### config.mk
export PLATFORM = sky130hd
export DESIGN_NAME = tmon_node
export DESIGN_NICKNAME = d
export VERILOG_FILES = /design/src/rtl/tmon_pkg.sv /design/src/rtl/tmon_rx_decode.sv /design/src/rtl/tmon_sampler.sv /design/src/rtl/tmon_thresh.sv /design/src/rtl/tmon_tx_arb.sv /design/src/rtl/tmon_node.sv
export SDC_FILE = /design/constraint.sdc
export NUM_CORES = 1
export LEC_CHECK = 0
export BUFFER_PORTS_ARGS = -buffer_cell sky130_fd_sc_hd__buf_2
export CAP_MARGIN = 10
export CORE_ASPECT_RATIO = 0.6
export CORE_MARGIN = 4
export CORE_UTILIZATION = 40
export DETAILED_ROUTE_END_ITERATION = 10
export PLACE_DENSITY_LB_ADDON = 0.2
export SYNTH_ARGS = -nofsm -noshare
export SYNTH_HDL_FRONTEND = slang
export SYNTH_SLANG_ARGS = --single-unit
### constraint.sdc
create_clock -name clk -period 3.9 [get_ports clk]
set_input_delay 0 -clock clk [delete_from_list [all_inputs] [get_ports clk]]
set_output_delay 0 -clock clk [all_outputs]
set_load 0.005 [all_outputs]
### src/rtl/tmon_pkg.sv
package tmon_pkg;
  // message numbers (identifier = base + number - 1)
  localparam int unsigned MSG_WAKE     = 1;
  localparam int unsigned MSG_HOT      = 4;
  localparam int unsigned MSG_COOL_ST  = 5;
  localparam int unsigned MSG_RD_DASH  = 8;
  localparam int unsigned MSG_RD_COOL  = 9;
  localparam int unsigned MSG_SLEEP    = 11;

  // transmit sources, index order is identifier order (priority)
  localparam int unsigned NUM_SRC = 4;
  localparam int unsigned SRC_W   = $clog2(NUM_SRC);
  typedef enum logic [SRC_W-1:0] {
    SRC_HOT  = 2'd0,
    SRC_ST   = 2'd1,
    SRC_DASH = 2'd2,
    SRC_COOL = 2'd3
  } tx_src_e;

  function automatic int unsigned src_msg_num(input tx_src_e s);
    case (s)
      SRC_HOT:  return MSG_HOT;
      SRC_ST:   return MSG_COOL_ST;
      SRC_DASH: return MSG_RD_DASH;
      default:  return MSG_RD_COOL;
    endcase
  endfunction

  typedef enum logic {CV_IDLE = 1'b0, CV_WAIT = 1'b1} conv_state_e;
endpackage

### src/rtl/tmon_rx_decode.sv
module tmon_rx_decode #(
  parameter int unsigned ID_W = 11,
  parameter logic [ID_W-1:0] ID_BASE = 11'h100
) (
  input  logic            rx_valid,
  input  logic [ID_W-1:0] rx_id,
  input  logic            rx_remote,
  input  logic            active,
  output logic            wake_p,
  output logic            sleep_p,
  output logic            hot_rx_p,
  output logic            req_dash_p,
  output logic            req_cool_p
);
  import tmon_pkg::*;

  localparam logic [ID_W-1:0] ID_WAKE  = ID_BASE + ID_W'(MSG_WAKE - 1);
  localparam logic [ID_W-1:0] ID_HOT   = ID_BASE + ID_W'(MSG_HOT - 1);
  localparam logic [ID_W-1:0] ID_DASH  = ID_BASE + ID_W'(MSG_RD_DASH - 1);
  localparam logic [ID_W-1:0] ID_COOL  = ID_BASE + ID_W'(MSG_RD_COOL - 1);
  localparam logic [ID_W-1:0] ID_SLEEP = ID_BASE + ID_W'(MSG_SLEEP - 1);

  logic data_fr, remote_fr, live;

  always_comb begin
    data_fr    = rx_valid && !rx_remote;
    remote_fr  = rx_valid &&  rx_remote;
    wake_p     = data_fr && (rx_id == ID_WAKE) && !active;
    sleep_p    = data_fr && (rx_id == ID_SLEEP) && active;
    live       = active && !sleep_p;
    hot_rx_p   = live && data_fr && (rx_id == ID_HOT);
    req_dash_p = live && remote_fr && (rx_id == ID_DASH);
    req_cool_p = live && remote_fr && (rx_id == ID_COOL);
  end
endmodule

### src/rtl/tmon_sampler.sv
module tmon_sampler #(
  parameter int unsigned DATA_W       = 8,
  parameter int unsigned SAMPLE_TICKS = 5000
) (
  input  logic              clk,
  input  logic              rst_n,
  input  logic              active,
  input  logic              kill,
  output logic              adc_start,
  input  logic              adc_done,
  input  logic [DATA_W-1:0] adc_data,
  output logic              samp_valid,
  output logic [DATA_W-1:0] samp_code
);
  import tmon_pkg::*;

  localparam int unsigned CNT_W = (SAMPLE_TICKS > 2) ? $clog2(SAMPLE_TICKS) : 1;
  localparam logic [CNT_W-1:0] LAST = CNT_W'(SAMPLE_TICKS - 1);

  logic [CNT_W-1:0] tick_cnt;
  conv_state_e      cv_st;
  logic             run;

  assign run = active && !kill;

  always_ff @(posedge clk) begin
    if (!rst_n) begin
      tick_cnt   <= '0;
      cv_st      <= CV_IDLE;
      adc_start  <= 1'b0;
      samp_valid <= 1'b0;
      samp_code  <= '0;
    end else begin
      adc_start  <= 1'b0;
      samp_valid <= 1'b0;
      if (!run)                 tick_cnt <= '0;
      else if (tick_cnt == LAST) tick_cnt <= '0;
      else                      tick_cnt <= tick_cnt + 1'b1;
      case (cv_st)
        CV_IDLE: begin
          // a tick that lands on a busy converter is skipped
          if (run && tick_cnt == LAST) begin
            adc_start <= 1'b1;
            cv_st     <= CV_WAIT;
          end
        end
        default: begin
          if (adc_done) begin
            cv_st <= CV_IDLE;
            if (run) begin
              samp_valid <= 1'b1;
              samp_code  <= adc_data;
            end
          end
        end
      endcase
    end
  end
endmodule

### src/rtl/tmon_thresh.sv
module tmon_thresh #(
  parameter int unsigned DATA_W   = 8,
  parameter int unsigned ON_CODE  = 36,
  parameter int unsigned OFF_CODE = 31
) (
  input  logic              clk,
  input  logic              rst_n,
  input  logic              kill,
  input  logic              samp_valid,
  input  logic [DATA_W-1:0] samp_code,
  input  logic              hot_rx_p,
  output logic              hot_evt,
  output logic              cool_rise,
  output logic              cool_on,
  output logic [DATA_W-1:0] temp_code
);
  localparam logic [DATA_W-1:0] ON_C  = DATA_W'(ON_CODE);
  localparam logic [DATA_W-1:0] OFF_C = DATA_W'(OFF_CODE);

  logic armed, cool_nx, below_off;

  always_comb begin
    below_off = samp_valid && (samp_code < OFF_C);
    hot_evt   = !kill && samp_valid && armed && (samp_code > ON_C);
    if (kill)                    cool_nx = 1'b0;
    else if (below_off)          cool_nx = 1'b0;
    else if (hot_evt || hot_rx_p) cool_nx = 1'b1;
    else                         cool_nx = cool_on;
    cool_rise = cool_nx && !cool_on;
  end

  always_ff @(posedge clk) begin
    if (!rst_n) begin
      armed     <= 1'b1;
      cool_on   <= 1'b0;
      temp_code <= '0;
    end else begin
      cool_on <= cool_nx;
      if (kill) begin
        armed     <= 1'b1;
        temp_code <= '0;
      end else if (samp_valid) begin
        temp_code <= samp_code;
        if (hot_evt)        armed <= 1'b0;
        else if (below_off) armed <= 1'b1;
      end
    end
  end
endmodule

### src/rtl/tmon_tx_arb.sv
module tmon_tx_arb #(
  parameter int unsigned ID_W   = 11,
  parameter int unsigned DATA_W = 8,
  parameter logic [ID_W-1:0] ID_BASE = 11'h100
) (
  input  logic              clk,
  input  logic              rst_n,
  input  logic              kill,
  input  logic              set_hot,
  input  logic              set_st,
  input  logic              set_dash,
  input  logic              set_cool,
  input  logic [DATA_W-1:0] hot_code,
  input  logic [DATA_W-1:0] temp_code,
  output logic              tx_valid,
  input  logic              tx_ready,
  output logic [ID_W-1:0]   tx_id,
  output logic [DATA_W-1:0] tx_data
);
  import tmon_pkg::*;

  logic [NUM_SRC-1:0] pend, set_v, clr_v;
  logic [DATA_W-1:0]  hot_hold;
  tx_src_e            pick;
  logic               any, load;
  logic [ID_W-1:0]    pick_id;
  logic [DATA_W-1:0]  pick_data;

  assign set_v = {set_cool, set_dash, set_st, set_hot};

  always_comb begin
    pick = SRC_COOL;
    any  = 1'b0;
    for (int i = NUM_SRC - 1; i >= 0; i--) begin
      if (pend[i]) begin
        pick = tx_src_e'(SRC_W'(i));
        any  = 1'b1;
      end
    end
    load    = any && !kill && (!tx_valid || tx_ready);
    pick_id = ID_BASE + ID_W'(src_msg_num(pick) - 1);
    case (pick)
      SRC_HOT: pick_data = hot_hold;
      SRC_ST:  pick_data = DATA_W'(1);
      default: pick_data = temp_code;
    endcase
  end

  generate
    for (genvar g = 0; g < NUM_SRC; g++) begin : g_pend
      assign clr_v[g] = load && (pick == tx_src_e'(SRC_W'(g)));
      always_ff @(posedge clk) begin
        if (!rst_n || kill) pend[g] <= 1'b0;
        else                pend[g] <= (pend[g] && !clr_v[g]) || set_v[g];
      end
    end
  endgenerate

  always_ff @(posedge clk) begin
    if (!rst_n) begin
      hot_hold <= '0;
      tx_valid <= 1'b0;
      tx_id    <= '0;
      tx_data  <= '0;
    end else begin
      if (set_hot) hot_hold <= hot_code;
      if (load) begin
        tx_valid <= 1'b1;
        tx_id    <= pick_id;
        tx_data  <= pick_data;
      end else if (tx_valid && tx_ready) begin
        tx_valid <= 1'b0;
      end
    end
  end
endmodule

### src/rtl/tmon_node.sv
module tmon_node #(
  parameter int unsigned ID_W         = 11,
  parameter int unsigned DATA_W       = 8,
  parameter logic [ID_W-1:0] ID_BASE  = 11'h100,
  parameter int unsigned SAMPLE_TICKS = 5000,
  parameter int unsigned ON_CODE      = 36,
  parameter int unsigned OFF_CODE     = 31
) (
  input  logic              clk,
  input  logic              rst_n,
  input  logic              rx_valid,
  output logic              rx_ready,
  input  logic [ID_W-1:0]   rx_id,
  input  logic              rx_remote,
  output logic              adc_start,
  input  logic              adc_done,
  input  logic [DATA_W-1:0] adc_data,
  output logic              tx_valid,
  input  logic              tx_ready,
  output logic [ID_W-1:0]   tx_id,
  output logic [DATA_W-1:0] tx_data,
  output logic              node_active,
  output logic              cool_on
);
  logic wake_p, sleep_p, hot_rx_p, req_dash_p, req_cool_p;
  logic samp_valid, hot_evt, cool_rise;
  logic [DATA_W-1:0] samp_code, temp_code;

  assign rx_ready = 1'b1;

  tmon_rx_decode #(.ID_W(ID_W), .ID_BASE(ID_BASE)) u_dec (
    .rx_valid(rx_valid), .rx_id(rx_id), .rx_remote(rx_remote),
    .active(node_active), .wake_p(wake_p), .sleep_p(sleep_p),
    .hot_rx_p(hot_rx_p), .req_dash_p(req_dash_p), .req_cool_p(req_cool_p)
  );

  always_ff @(posedge clk) begin
    if (!rst_n)       node_active <= 1'b0;
    else if (wake_p)  node_active <= 1'b1;
    else if (sleep_p) node_active <= 1'b0;
  end

  tmon_sampler #(.DATA_W(DATA_W), .SAMPLE_TICKS(SAMPLE_TICKS)) u_smp (
    .clk(clk), .rst_n(rst_n), .active(node_active), .kill(sleep_p),
    .adc_start(adc_start), .adc_done(adc_done), .adc_data(adc_data),
    .samp_valid(samp_valid), .samp_code(samp_code)
  );

  tmon_thresh #(.DATA_W(DATA_W), .ON_CODE(ON_CODE), .OFF_CODE(OFF_CODE)) u_thr (
    .clk(clk), .rst_n(rst_n), .kill(sleep_p),
    .samp_valid(samp_valid), .samp_code(samp_code), .hot_rx_p(hot_rx_p),
    .hot_evt(hot_evt), .cool_rise(cool_rise), .cool_on(cool_on),
    .temp_code(temp_code)
  );

  tmon_tx_arb #(.ID_W(ID_W), .DATA_W(DATA_W), .ID_BASE(ID_BASE)) u_arb (
    .clk(clk), .rst_n(rst_n), .kill(sleep_p),
    .set_hot(hot_evt), .set_st(cool_rise), .set_dash(req_dash_p),
    .set_cool(req_cool_p), .hot_code(samp_code), .temp_code(temp_code),
    .tx_valid(tx_valid), .tx_ready(tx_ready), .tx_id(tx_id), .tx_data(tx_data)
  );
endmodule

# Word level (Yosys, flattened, before mapping)
# Cells that the tools add are included.
[word_totals]
reg_bits = 67
word_cells = 111
[op_classes]
addsub = 3
magnitude_cmp = 2
n_eq_ne = 9
n_mux = 22
n_bitwise = 2
reduce_logical = 56
[op_table]
columns = ["cell", "n"]
rows = [
  ["equality test 11 x 9 -> 1 bit, second input constant", 5],
  ["logical AND 1 bit", 29],
  ["2-to-1 mux 1 bit", 18],
  ["one-hot mux 8 bit (2 select lines)", 1],
  ["adder 13 x 1 -> 13 bit, second input constant", 1],
  ["equality test 13 bit, second input constant", 1],
  ["one-hot mux 4 bit (3 select lines)", 1],
  ["adder 9 x 11 -> 11 bit, first input constant", 1],
  ["zero test 1 bit", 10],
  ["greater-than comparator 8 x 6 -> 1 bit, second input constant", 1],
  ["< comparator 8 x 5 -> 1 bit, second input constant", 1],
  ["logical OR 1 bit", 7],
  ["AND reduction 3 bit", 2],
  ["nonzero test 2 bit", 3],
  ["subtractor 4 x 1 -> 5 bit, second input constant", 1],
  ["equality test 2 bit, second input constant", 2],
  ["2-to-1 mux 2 bit", 2],
  ["OR reduction 2 bit", 2],
  ["OR reduction 3 bit", 1],
  ["equality test 2 x 1 -> 1 bit, second input constant", 1],
  ["zero test 2 bit", 1],
  ["NOT 1 bit", 2],
  ["AND reduction 2 bit", 1],
]

# Longest topological paths before layout
# Gate-level depths: netlist of the first run.
[depth]
depth_word = 14
mapped_depth = 7
ltp_nobuf = 5

# Hierarchy
# Synthesis of the first run repeated with hierarchy kept, for this count alone.
[hier_totals]
hier_cells = 288
area_unflattened_um2 = 2798.9
[by_module_without_submodules]
columns = ["module", "n_inst", "cells_each", "area_per_inst_um2", "seq_area_each_um2"]
rows = [
  ["tmon_tx_arb", 1, 115, 1186.1, 540.5],
  ["tmon_sampler", 1, 108, 955.9, 480.5],
  ["tmon_thresh", 1, 43, 459.2, 200.2],
  ["tmon_rx_decode", 1, 17, 145.1, 0.0],
  ["tmon_node", 1, 5, 52.6, 20.0],
]

# Worst setup path after synthesis of the first run
# Ideal clock, no wire load.
[synth_path]
kind = "reg2reg"
start = "reg u_smp.tick_cnt[10]"
end = "reg u_smp.tick_cnt[10]"
setup_ns = 0.117
arrival_time_ns = 1.706
required_ns = 3.783
path_slack_ns = 2.076
stages_incl_launch_ff = 6
path_buffers = 1
period_less_slack_ns = 1.824
cell_sequence = "dfxtp_1 -> or4b_1 -> or4_1 -> nand3_1 -> buf_2 -> nor2_1"
[synth_between]
elab_chain_len = 2
[synth_lines]
columns = ["element", "line_no", "source"]
rows = [
  ["start: declaration", "tmon_sampler.sv:20", "logic [CNT_W-1:0] tick_cnt;"],
  ["start signal: assignment", "tmon_sampler.sv:38", "else tick_cnt <= tick_cnt + 1'b1;"],
  ["branches (longest 2 deep; another with adder 13 x 1 -> 13 bit)", "-", ""],
]
# Parallel ways; which one is timed is not known.
# A chain may end at the register's enable or synchronous reset.

# Worst setup path after layout of the first run
[layout_path]
start = "in rx_remote"
end = "reg u_smp.samp_code[6]"
[layout_between]
elab_chain_len = 7
[layout_lines]
columns = ["element", "line_no", "source"]
rows = [
  ["start: declaration", "tmon_node.sv:14", "input logic rx_remote,"],
  ["zero test 1 bit", "tmon_rx_decode.sv:26", "data_fr = rx_valid && !rx_remote;"],
  ["logical AND 1 bit", "tmon_rx_decode.sv:26", ""],
  ["logical AND 1 bit (2 in a row)", "tmon_rx_decode.sv:29", "sleep_p = data_fr && (rx_id == ID_SLEEP) && active;"],
  ["zero test 1 bit", "tmon_sampler.sv:24", "assign run = active && !kill;"],
  ["logical AND 1 bit", "tmon_sampler.sv:24", ""],
  ["AND reduction 3 bit (no line)", "-", ""],
  ["end signal: assignment", "tmon_sampler.sv:52", "samp_code <= adc_data;"],
  ["end: declaration", "tmon_sampler.sv:13", "output logic [DATA_W-1:0] samp_code"],
]
# Every way passes these cells.

==> results.py, run 1 <==
metrics = {
    "status": {
        "status": "complete, no violations",
    },
    "sta": {
        "slew_headroom_pct": 46.1,
        "finalHoldViolCount": 0,
        "rsz0062_at_grt": "no",
        "timing.hold.ws_ps": 41.0,
        "finalCriticalPeriod_ps": 2230,
        "fin_skew_ps": 7.91,
        "finalSetupViolCount": 0,
        "fmax_mhz": 448,
        "setup_tns_ps": 0,
        "slew_violations": 0,
        "finalCritPeriodShare_pct": 57.2,
        "worstMarginPinSlew_ps": 798,
    },
    "finish": {
        "nNetsFinal": 374,
        "areaGrowthSynthToFinish_pct": 18.7,
        "finalNonFillerCells": 435,
        "final_area_sq_um": 3180,
        "diodes": 0,
        "drive_above_1_share_pct": 18.8,
        "multi_input_area_sq_um": 1310,
        "fillers": 606,
        "register_area_sq_um": 1220,
    },
    "setup_path": {
        "path_buf_inv": 2,
        "r2r-end": "u_arb.pend[1]",
        "rrSetupSlack_ps": 1880,
        "endpoint_kind": "register",
        "r2r_start": "u_smp.samp_valid",
        "critPathLaunchType": "input pin",
        "crit_required_ps": 4090,
        "path_cells": "dlygate4sd3_1 -> buf_2 -> or3b_1 -> o41ai_1 -> nor2_2 -> mux2i_1",
        "cp_max_fo": 8,
        "max_stage_delay_ps": 800,
        "worst-r2r-cell-count": 4,
        "criticalPathCategory": "input pin to register",
        "cp_top_family": "compound AO/OA/AOI/OAI gates",
        "cp.arrival_ps": 2420,
        "worst_path_max_delay_cell": "o41ai_1",
    },
    "power_and_ir_drop": {
        "combPwrFrac_pct": 3.5,
        "p_leak_nw": 1.30,
        "p_seq_share_pct": 54.3,
        "p_sw_mw": 0.247,
        "p_int_mw": 0.899,
        "switching_share_pct": 21.6,
        "finalPower_mw": 1.15,
        "p_clk_share_pct": 42.2,
        "vdd_drop_max_mv": 0.165,
        "powerDensity_nw_per_um2": 360,
    },
    "floorplanning": {
        "pin_count": 49,
        "fp.dieH_um": 71.4,
        "initial_utilization_pct": 42.6,
        "dieArea_sq_um": 8120,
        "core_area_sq_um": 6300,
        "num_rows": 22,
        "dieWidth_um": 114,
    },
    "detailed_routing": {
        "routed_wl_um": 6230,
        "wl_met3_um": 495,
        "post_drt_wl_per_cell_um": 14.3,
        "postRouteAntennaNets": 0,
        "drc_errors": 0,
        "drt-met1-wl_um": 3370,
        "drt_first_pass_iters": 4,
        "via_per_inst": 5.18,
        "route.top_layer_used": "met4",
        "drtIter0Drc": 158,
        "vias": 2253,
        "wl_met2_um": 2320,
    },
    "placed_design": {
        "dpl_cell_area_sq_um": 2890,
        "dpl.hpwl_um": 4360,
        "io_buffers": 45,
        "globalplace.congestion": 0.708,
        "dp.cells": 408,
    },
    "clock_tree": {
        "cts_resized": 0,
        "cts_tree": "done",
        "cts_sinks": 61,
        "htree_levels": 3,
        "clk_pin_slew_ps": 60,
        "postCtsSetupRepairBufs": 0,
        "root_buffer": "clkbuf_8",
        "clock_latency_ps": 330,
        "cts_buffer_depth": 2,
        "cts_inserted_buffers": 9,
    },
    "synth": {
        "ys_ff_latch": 61,
        "ys_seq_area_share_pct": 45.5,
        "post_synth_num_cell_types": 48,
        "syn_avg_cell_area_sq_um": 8.94,
        "synth-edff-count": 0,
        "syn-cell-area_sq_um": 2680,
        "async_reset_ff_share_pct": 0,
        "synth_cells": 300,
        "synth_warnings": 0,
        "ys.flop_type": "dfxtp_1",
    },
    "min_path": {
        "holdCritStartpoint": "rx_valid",
        "whs_endpoint": "u_arb.pend[2]",
        "hp-class": "input pin to register",
        "hold_depth": 5,
    },
    "grt": {
        "grt_overflow": 0,
        "grt_first_pass_wirelength_um": 10400,
        "antenna_found_initial": 0,
        "grt_pass1_vias": 2011,
        "grt_use_total_pct": 16.4,
        "grt_max_degree": 47,
    },
    "flow_run": {
        "maxCapViolCount": 0,
    },
}
[metal layers]
metal  GRT usage, %  vias to the layer above
li1               -                     1136
met1           25.6                     1042
met2           20.0                       70
met3           5.74                        5
met4           5.60                        0
met5              0                        -
[cell usage after synthesis (2+ instances only)]
cell type / n / area, sq um
a211oi_1: 2 / 15.0
a21oi_1: 12 / 60.1
a31oi_1: 2 / 12.5
buf_2: 3 / 15.0
buf_4: 8 / 60.1
buf_6: 2 / 22.5
clkbuf_1: 9 / 33.8
conb_1: 2 / 7.51
dfxtp_1: 61 / 1220
inv_1: 6 / 22.5
mux2i_1: 23 / 230
nand2_1: 38 / 143
nand2_2: 2 / 12.5
nand3_1: 12 / 60.1
nand4_1: 7 / 43.8
nor2_1: 32 / 120
nor2b_1: 2 / 12.5
nor3_1: 10 / 50.1
nor3b_1: 7 / 52.6
nor4_1: 5 / 31.3
o211a_1: 8 / 80.1
o21a_1: 4 / 30.0
o21ai_0: 5 / 25.0
o22ai_1: 2 / 12.5
o41ai_1: 2 / 17.5
or3_1: 2 / 12.5
or4b_1: 2 / 20.0
xnor2_1: 8 / 70.1
xor2_1: 3 / 26.3
[cell families after synthesis]
| kind of cell | share of synthesized area (%) |
|---|---|
| AO/OA/AOI/OAI | 11.3 |
| XOR/XNOR | 3.59 |
| adder cells (fa/ha/maj) | 0.466 |
| buffers and inverters | 5.88 |
| flip-flops | 45.5 |
| multiplexers | 8.58 |
| other | 0.280 |
| AND/OR/NAND/NOR | 24.4 |
[how the worst max path moves through the flow]
stage          cells after the start               start                 end  slack, ps
2_1_floorplan                      5  u_smp.tick_cnt[10]  u_smp.tick_cnt[10]       2080
3_3_place_gp                       4       u_arb.pend[0]    u_arb.tx_data[6]       1880
3_5_place_dp                       4   u_smp.tick_cnt[5]   u_smp.tick_cnt[7]       1890
4_1_cts                            6           rx_remote  u_smp.samp_code[6]       1730
5_1_grt                            6           rx_remote  u_smp.samp_code[2]       1620
6_report                           6           rx_remote  u_smp.samp_code[6]       1670
[cell usage in the layout (no fill, tap or decap), types with 8 or more instances in the layout]
cell           Yosys  final
nor3_1            10     10
nor2_1            32     32
nand3_1           12     12
mux2i_1           23     23
clkbuf_8           0     11
buf_2              3     45
nand2_1           38     38
dlygate4sd3_1      0     13
dfxtp_1           61     61
o211a_1            8      8
a21oi_1           12     12
xnor2_1            8      8
[power groups by stage]
stage	Sequential [mW]	Clock (mW)	Combinational, mW
final	0.623	0.483	0.0402
after CTS	0.623	0.501	0.0407
after floorplan	0.637	0	0.0179
after global placement	0.637	0	0.0308
after global routing	0.622	0.529	0.0453
after detailed placement	0.637	0	0.0313
[worst register-to-register path, stage by stage (launching register included)]
cell      delay [ps]
dfxtp_1          690
or4b_2           640
a31oi_1          350
o21a_1           170
a211oi_1          50
[repair_timing]
action | in CTS | in global routing
setup endpoints to repair | 0 | 0
hold endpoints to repair | 13 | 0
hold buffers | 13 | 0
[sequential cells by signal (all words and copies together) (netlist names), 4 cells and up]
| name | count |
|---|---|
| u_smp.tick_cnt | 13 |
| u_arb.hot_hold | 8 |
| u_arb.tx_data | 8 |
| u_smp.samp_code | 8 |
| u_thr.temp_code | 8 |
| u_arb.tx_id | 5 |
| u_arb.pend | 4 |
[final cells by class]
cell class	count	area share (%)
repair buffers	59	11.4
flip-flops and latches	61	38.3
clock buffers	12	4.87
multi-input cells	211	41.1
inverters	6	0.707
clock inverters	2	0.314
well taps	84	3.30
[per-stage QoR]
step	util [%]	setup slack, ps
after floorplan	-	2080
after global placement	45.8	1880
after detailed placement	45.8	1890
after CTS	50.5	1730
after global routing	50.5	1620
final	50.5	1670
Note: power is estimated with default switching activity, not from simulation.
==> inputs of run 2 (changes only) <==
--- a/config.mk
+++ b/config.mk
@@ -5,6 +5,7 @@
 export SDC_FILE = /design/constraint.sdc
 export NUM_CORES = 1
 export LEC_CHECK = 0
+export ABC_AREA = 1
 export BUFFER_PORTS_ARGS = -buffer_cell sky130_fd_sc_hd__buf_2
 export CAP_MARGIN = 10
 export CORE_ASPECT_RATIO = 0.6
==> constraint.sdc (replaced) <==
create_clock -name clk -period 2 [get_ports clk]
set_input_delay 0 -clock clk [delete_from_list [all_inputs] [get_ports clk]]
set_output_delay 0 -clock clk [all_outputs]
set_load 0.005 [all_outputs]
==> run 2 against run 1 <==
Against the previous run:
- sequential share of layout area is 2.3 points lower
- cell area is 6.5% higher
- clock skew is 2.7 ps lower
- global-route usage is 0.73 points higher
- total power is 150% higher
- worst hold slack worse by 2.2 ps
- critical path depth is 3 higher
- clock power grew to 3.2 times the previous value
- utilization is 0.27 points higher
- largest power group is now clock
==> results.py, run 2 <==
metrics = {
    "status": {
        "status": "complete, no violations",
    },
    "placed_design": {
        "dpl.hpwl_um": 4740,
        "io_buffers": 45,
        "globalplace.congestion": 0.876,
    },
    "synth": {
        "ys_ff_latch": 61,
        "synth_warnings": 0,
        "synth.most_common_cell": "nand2_1",
        "synth_cells": 373,
        "yosysTopAreaCellShare_pct": 44.5,
        "synthTopCellsByArea": "dfxtp_1, nand2_1, inv_1, nor2_1, a21oi_1",
        "async_reset_ff_share_pct": 0,
        "synth_common_cells": "nand2_1, dfxtp_1, inv_1",
        "syn-cell-area_sq_um": 2740,
        "post_synth_num_cell_types": 36,
        "ys_seq_area_share_pct": 44.5,
        "yosys.area.top_type": "dfxtp_1",
        "syn_avg_cell_area_sq_um": 7.35,
        "synth-edff-count": 0,
        "ys.flop_type": "dfxtp_1",
    },
    "clock_tree": {
        "cts_buffer_depth": 2,
        "cts_sinks": 61,
        "cts_tree": "done",
        "root_buffer": "clkbuf_16",
        "clk_pin_slew_ps": 50,
        "cts_inserted_buffers": 9,
        "clock_latency_ps": 320,
        "postCtsSetupRepairBufs": 0,
        "htree_levels": 3,
        "cts_resized": 0,
    },
    "grt": {
        "grt_max_degree": 21,
        "grt_use_total_pct": 17.1,
        "grt_first_pass_wirelength_um": 10900,
        "grt_pass1_vias": 2206,
        "grt_overflow": 0,
        "antenna_found_initial": 0,
    },
    "setup_path": {
        "crit_required_ps": 2190,
        "cp.arrival_ps": 1760,
        "endpoint_kind": "register",
        "r2r_start": "u_smp.tick_cnt[0]",
        "max_stage_delay_ps": 350,
        "path_cells": "ha_1 -> nand2_1 -> inv_1 -> nand2_1 -> inv_1 -> nand2_1 -> nor4_1 -> xnor2_1 -> nor2_1",
        "timing.critical_path.mode_cell": "nand2_1",
        "rrSetupSlack_ps": 440,
        "r2r-end": "u_smp.tick_cnt[10]",
        "cp_max_fo": 3,
        "critPathLaunchType": "register",
        "worst_path_max_delay_cell": "dfxtp_1",
        "criticalPathCategory": "register to register",
        "worst-r2r-cell-count": 9,
    },
    "sta": {
        "finalCritPeriodShare_pct": 78.1,
        "finalHoldViolCount": 0,
        "fin_skew_ps": 5.16,
        "rsz0062_at_grt": "no",
        "finalCriticalPeriod_ps": 1560,
        "fmax_mhz": 640,
        "finalSetupViolCount": 0,
        "slew_violations": 0,
        "setup_tns_ps": 0,
    },
    "min_path": {
        "whs_endpoint": "u_arb.pend[2]",
        "holdCritStartpoint": "rx_id[2]",
        "hp-class": "input pin to register",
        "hold_depth": 3,
    },
    "floorplanning": {
        "pin_count": 49,
        "fp.dieH_um": 72.1,
        "core_area_sq_um": 6680,
        "num_rows": 23,
        "dieWidth_um": 115,
        "initial_utilization_pct": 41.1,
        "dieArea_sq_um": 8290,
    },
    "finish": {
        "areaGrowthSynthToFinish_pct": 23.6,
        "nNetsFinal": 453,
        "post-route-util_pct": 50.8,
        "drive_above_1_share_pct": 20.6,
        "final_cell_mix": "nand2_1, dfxtp_1, inv_1",
        "final_common_cell": "nand2_1",
        "regMostFlops": "u_smp.tick_cnt",
        "diodes": 0,
        "largest_register_ffs": 13,
    },
    "detailed_routing": {
        "drtIter0Drc": 194,
        "postRouteAntennaNets": 0,
        "vias": 2427,
        "via_per_inst": 4.69,
        "drt_first_pass_iters": 4,
        "post_drt_wl_per_cell_um": 12.6,
        "drc_errors": 0,
        "routed_wl_um": 6500,
    },
    "power_and_ir_drop": {
        "vdd_drop_max_mv": 0.416,
        "p_leak_nw": 1.40,
        "powerDensity_nw_per_um2": 840,
    },
    "flow_run": {
        "maxCapViolCount": 0,
    },
}
[run 2: cell types whose count changed after synthesis, sizes merged, moves of 6 or more]
cell and change:
o211a -8, nor2 +18, mux2i -23, inv +49, o21ai +18, xnor2 -7
a21oi +29, nand3 +6, clkbuf -6, nand2 +30, nor3b -6
[run 2: critical path, delay by kind of cell, from the launching register on]
| family | cells | cell delay, ps |
|---|---|---|
| XOR/XNOR | 1 | 170 |
| adder cells (fa/ha/maj) | 1 | 180 |
| buffers and inverters | 2 | 170 |
| flip-flops | 1 | 350 |
| AND/OR/NAND/NOR | 5 | 560 |
[run 2: report_power, final]
group / leakage [nW] / total, mW / internal (mW) / switching (mW)
registers: 0.491 / 1.22 / 1.22 / 0.00000770
logic: 0.758 / 0.0918 / 0.0413 / 0.0506
clock network: 0.147 / 1.54 / 1.02 / 0.521
[run 2: routing by layer]
layer / vias up / wire length, um / track usage (%)
met2: 61 / 2370 / 20.4
met1: 1071 / 3570 / 27.1
met5: - / 0 / 0
met4: 0 / 60 / 5.34
li1: 1287 / - / -
met3: 8 / 506 / 6.50
[run 2: through the flow]
step | cell area, sq um | total power [mW] | instances | setup slack, ps | hold slack, ps
2_1_floorplan | 2750 | 1.28 | 374 | 676 | 168
3_3_place_gp | 3000 | 1.32 | 494 | 502 | 267
3_5_place_dp | 3000 | 1.32 | 494 | 449 | 273
4_1_cts | 3390 | 2.88 | 518 | 419 | 24.5
5_1_grt | 3390 | 2.95 | 518 | 227 | 32.7
6_report | 3390 | 2.85 | 518 | 438 | 38.9
[run 2: cell type report]
| type | count | area [sq um] |
|---|---|---|
| well taps | 87 | 109 |
| clock buffers | 11 | 253 |
| repair buffers | 58 | 345 |
| multi-input cells | 241 | 1200 |
| flip-flops and latches | 61 | 1220 |
| inverters | 56 | 213 |
| fillers | 643 | 3290 |
| clock inverters | 4 | 47.5 |
[run 2: cell families (layout without fill, tap and decap cells)]
| family | after synthesis | count (layout) | share of synthesized area (%) |
|---|---|---|---|
| simple gates | 156 | 156 | 25.1 |
| fa+ha+maj | 1 | 1 | 0.456 |
| buf+inv | 72 | 129 | 11.8 |
| other cells | 2 | 3 | 0.274 |
| compound gates | 75 | 75 | 15.9 |
| xor+xnor | 6 | 6 | 1.92 |
| flops | 61 | 61 | 44.5 |
[run 2: worst max-delay path by stage]
stage | startpoint | to | slack [ps] | depth (start not counted)
2_1_floorplan | u_smp.tick_cnt[0] | u_smp.tick_cnt[10] | 680 | 9
3_3_place_gp | u_smp.samp_code[1] | u_arb.hot_hold[0] | 500 | 7
3_5_place_dp | u_smp.tick_cnt[0] | u_smp.tick_cnt[10] | 450 | 9
4_1_cts | u_smp.tick_cnt[0] | u_smp.tick_cnt[10] | 420 | 9
5_1_grt | u_smp.tick_cnt[0] | u_smp.tick_cnt[10] | 230 | 9
6_report | u_smp.tick_cnt[0] | u_smp.tick_cnt[10] | 440 | 9
[run 2: what timing repair did]
action | 4_1_cts | 5_1_grt
hold endpoints to repair | 9 | 0
setup endpoints to repair | 0 | 0
hold buffers | 9 | 0
==> inputs of run 3 (changes only) <==
--- a/config.mk
+++ b/config.mk
@@ -5,7 +5,7 @@
 export SDC_FILE = /design/constraint.sdc
 export NUM_CORES = 1
 export LEC_CHECK = 0
-export ABC_AREA = 1
+export ABC_AREA = 0
 export BUFFER_PORTS_ARGS = -buffer_cell sky130_fd_sc_hd__buf_2
 export CAP_MARGIN = 10
 export CORE_ASPECT_RATIO = 0.6
==> constraint.sdc (replaced) <==
create_clock -name clk -period 1.5 [get_ports clk]
set_input_delay 0 -clock clk [delete_from_list [all_inputs] [get_ports clk]]
set_output_delay 0 -clock clk [all_outputs]
set_load 0.005 [all_outputs]
==> run 3 against run 2 <==
Against the previous run:
- the run now ends with hold timing, setup timing left
- sequential share of layout area fell by 3.2 points
- utilization up 8.5 points
- non-clock buffer count up 37
- cell area rose by 10%
- sequential power is 33% higher
- register-to-register slack got worse by 710 ps
==> results.py, run 3 (same netlist as run 1, synthesis figures left out) <==
metrics = {
    "setup_path": {
        "cp_max_fo": 6,
        "r2r_start": "node_active",
        "endpoint_kind": "register",
        "path_cells": "or4b_4 -> or4_4 -> buf_6 -> nand4_1 -> o21ai_1",
        "critPathLaunchType": "register",
        "r2r-end": "u_arb.tx_data[0]",
        "rrSetupSlack_ps": -270,
        "worst_path_max_delay_cell": "or4_4",
        "crit_required_ps": 1730,
        "criticalPathCategory": "register to register",
        "max_stage_delay_ps": 520,
        "worst-r2r-cell-count": 5,
        "cp.arrival_ps": 2000,
    },
    "sta": {
        "slew_headroom_pct": 61.1,
        "fin_skew_ps": 7.88,
        "timing.hold.ws_ps": -16.0,
        "finalSetupViolCount": 49,
        "fmax_mhz": 565,
        "finalCriticalPeriod_ps": 1770,
        "worstMarginPinSlew_ps": 584,
        "setup_slack_ps": -270,
        "finalCritPeriodShare_pct": 118,
        "rsz0062_at_grt": "yes",
        "slew_violations": 0,
        "finalHoldViolCount": 1,
    },
    "grt": {
        "grt_first_pass_wirelength_um": 11400,
        "grt_overflow": 0,
        "grt_use_total_pct": 17.9,
        "antenna_found_initial": 0,
        "grt_max_degree": 33,
        "grt_pass1_vias": 2320,
    },
    "detailed_routing": {
        "drc_errors": 0,
        "via_per_inst": 5.18,
        "drt_first_pass_iters": 5,
        "drtIter0Drc": 196,
        "vias": 2460,
        "post_drt_wl_per_cell_um": 14.9,
        "routed_wl_um": 7090,
        "postRouteAntennaNets": 0,
    },
    "status": {
        "violations": "hold timing, setup timing",
        "status": "finished, violations left",
    },
    "clock_tree": {
        "cts_sinks": 61,
        "clk_pin_slew_ps": 70,
        "cts_tree": "done",
        "htree_levels": 3,
        "root_buffer": "clkbuf_8",
        "cts_inserted_buffers": 9,
        "clock_latency_ps": 340,
        "cts_buffer_depth": 2,
    },
    "floorplanning": {
        "dieWidth_um": 114,
        "dieArea_sq_um": 8120,
        "initial_utilization_pct": 42.6,
        "num_rows": 22,
        "core_area_sq_um": 6300,
        "pin_count": 49,
        "fp.dieH_um": 71.4,
    },
    "finish": {
        "register_area_sq_um": 1230,
        "final_common_cell": "dfxtp_1",
        "drive_above_1_share_pct": 35.5,
        "areaGrowthSynthToFinish_pct": 39.3,
        "multi_input_area_sq_um": 1490,
        "fillers": 565,
        "final_cell_mix": "dfxtp_1, buf_2, nand2_1",
        "diodes": 0,
        "regMostFlops": "u_smp.tick_cnt",
        "largest_register_ffs": 13,
        "nNetsFinal": 412,
        "finalNonFillerCells": 475,
    },
    "power_and_ir_drop": {
        "vdd_drop_max_mv": 0.560,
        "p_leak_nw": 1.53,
        "powerDensity_nw_per_um2": 906,
    },
    "min_path": {
        "hold_depth": 4,
        "whs_endpoint": "node_active",
        "holdCritStartpoint": "rx_id[1]",
        "hp-class": "input pin to register",
    },
    "placed_design": {
        "io_buffers": 45,
        "dpl.hpwl_um": 4870,
        "globalplace.congestion": 0.852,
        "dp.cells": 444,
    },
    "flow_run": {
        "maxCapViolCount": 0,
    },
}
run 3: cell count changes in the layout (fill, tap and decap cells not counted), moves of 10 or more:
cell	before	now
inv_1	53	6
a21oi_1	32	12
buf_4	4	36
o21ai_0	22	3
mux2i_1	0	23
nand2_1	68	38
nand3_1	14	4
nor2_1	47	23
run 3: where the power goes:
part           leakage [nW]  switching [mW]  internal (mW)  total [mW]
Clock                 0.116           0.619           1.02        1.64
Combinational         0.920          0.0631         0.0630       0.126
Sequential            0.492      0.00000350           1.62        1.62
Total                  1.53           0.682           2.70        3.38
run 3: area by class of cell:
| type | instances | share of cell area, % |
|---|---|---|
| clock inverter | 4 | 1.88 |
| timing repair buffer | 95 | 17.8 |
| tap | 84 | 2.81 |
| clock buffer | 12 | 4.15 |
| multi-input combinational | 213 | 39.9 |
| inverter | 6 | 0.603 |
| sequential | 61 | 32.8 |
run 3: worst max-delay path, delay by kind of cell, from the launching register on:
family / cells / cell delay, ps
AND/OR/NAND/NOR: 3 / 1080
AO/OA/AOI/OAI: 1 / 70
flip-flops: 1 / 340
buffers and inverters: 1 / 170
run 3: what timing repair did:
item                                    in CTS  in global routing
hold buffers                                11                  0
endpoints found under the setup margin      54                 51
gates resized for setup                     20                 16
hold endpoints to repair                    11                  0
pin swaps                                    7                  1
gates cloned                                 2                  1
setup buffers                                1                  1
run 3: worst max-delay path by stage:
stage	from	endpoint	depth (start not counted)
floorplan	node_active	u_arb.tx_data[0]	6
detailed placement	node_active	u_thr.armed	4
finish	node_active	u_arb.tx_data[0]	5
global route	node_active	u_arb.tx_data[0]	5
global placement	rx_id[6]	u_arb.tx_id[1]	8
CTS	node_active	u_arb.hot_hold[5]	4
run 3: through the flow:
step                      setup slack [ps]  area, sq um  setup TNS, ps  total power [mW]  util (%)
after floorplan                       -252         2730          -9650              1.70         -
after global placement                -294         3210         -12600              1.75      51.0
after detailed placement              -307         3210         -13030              1.75      51.0
after CTS                             -262         3660          -9820              3.42      58.1
after global routing                  -328         3740         -12760              3.52      59.3
final                                 -270         3740         -10020              3.38      59.3
run 3: per-layer routing:
metal  vias to the layer above  routed length (um)  share of wire (%)  GRT usage, %
li1                       1225                   -                  -             -
met1                      1147                3580                 51          26.3
met3                         5                 622                8.8          6.75
met2                        83                2830                 40          24.6
met5                         -                   0                  0             0
met4                         0                  47               0.66          4.40
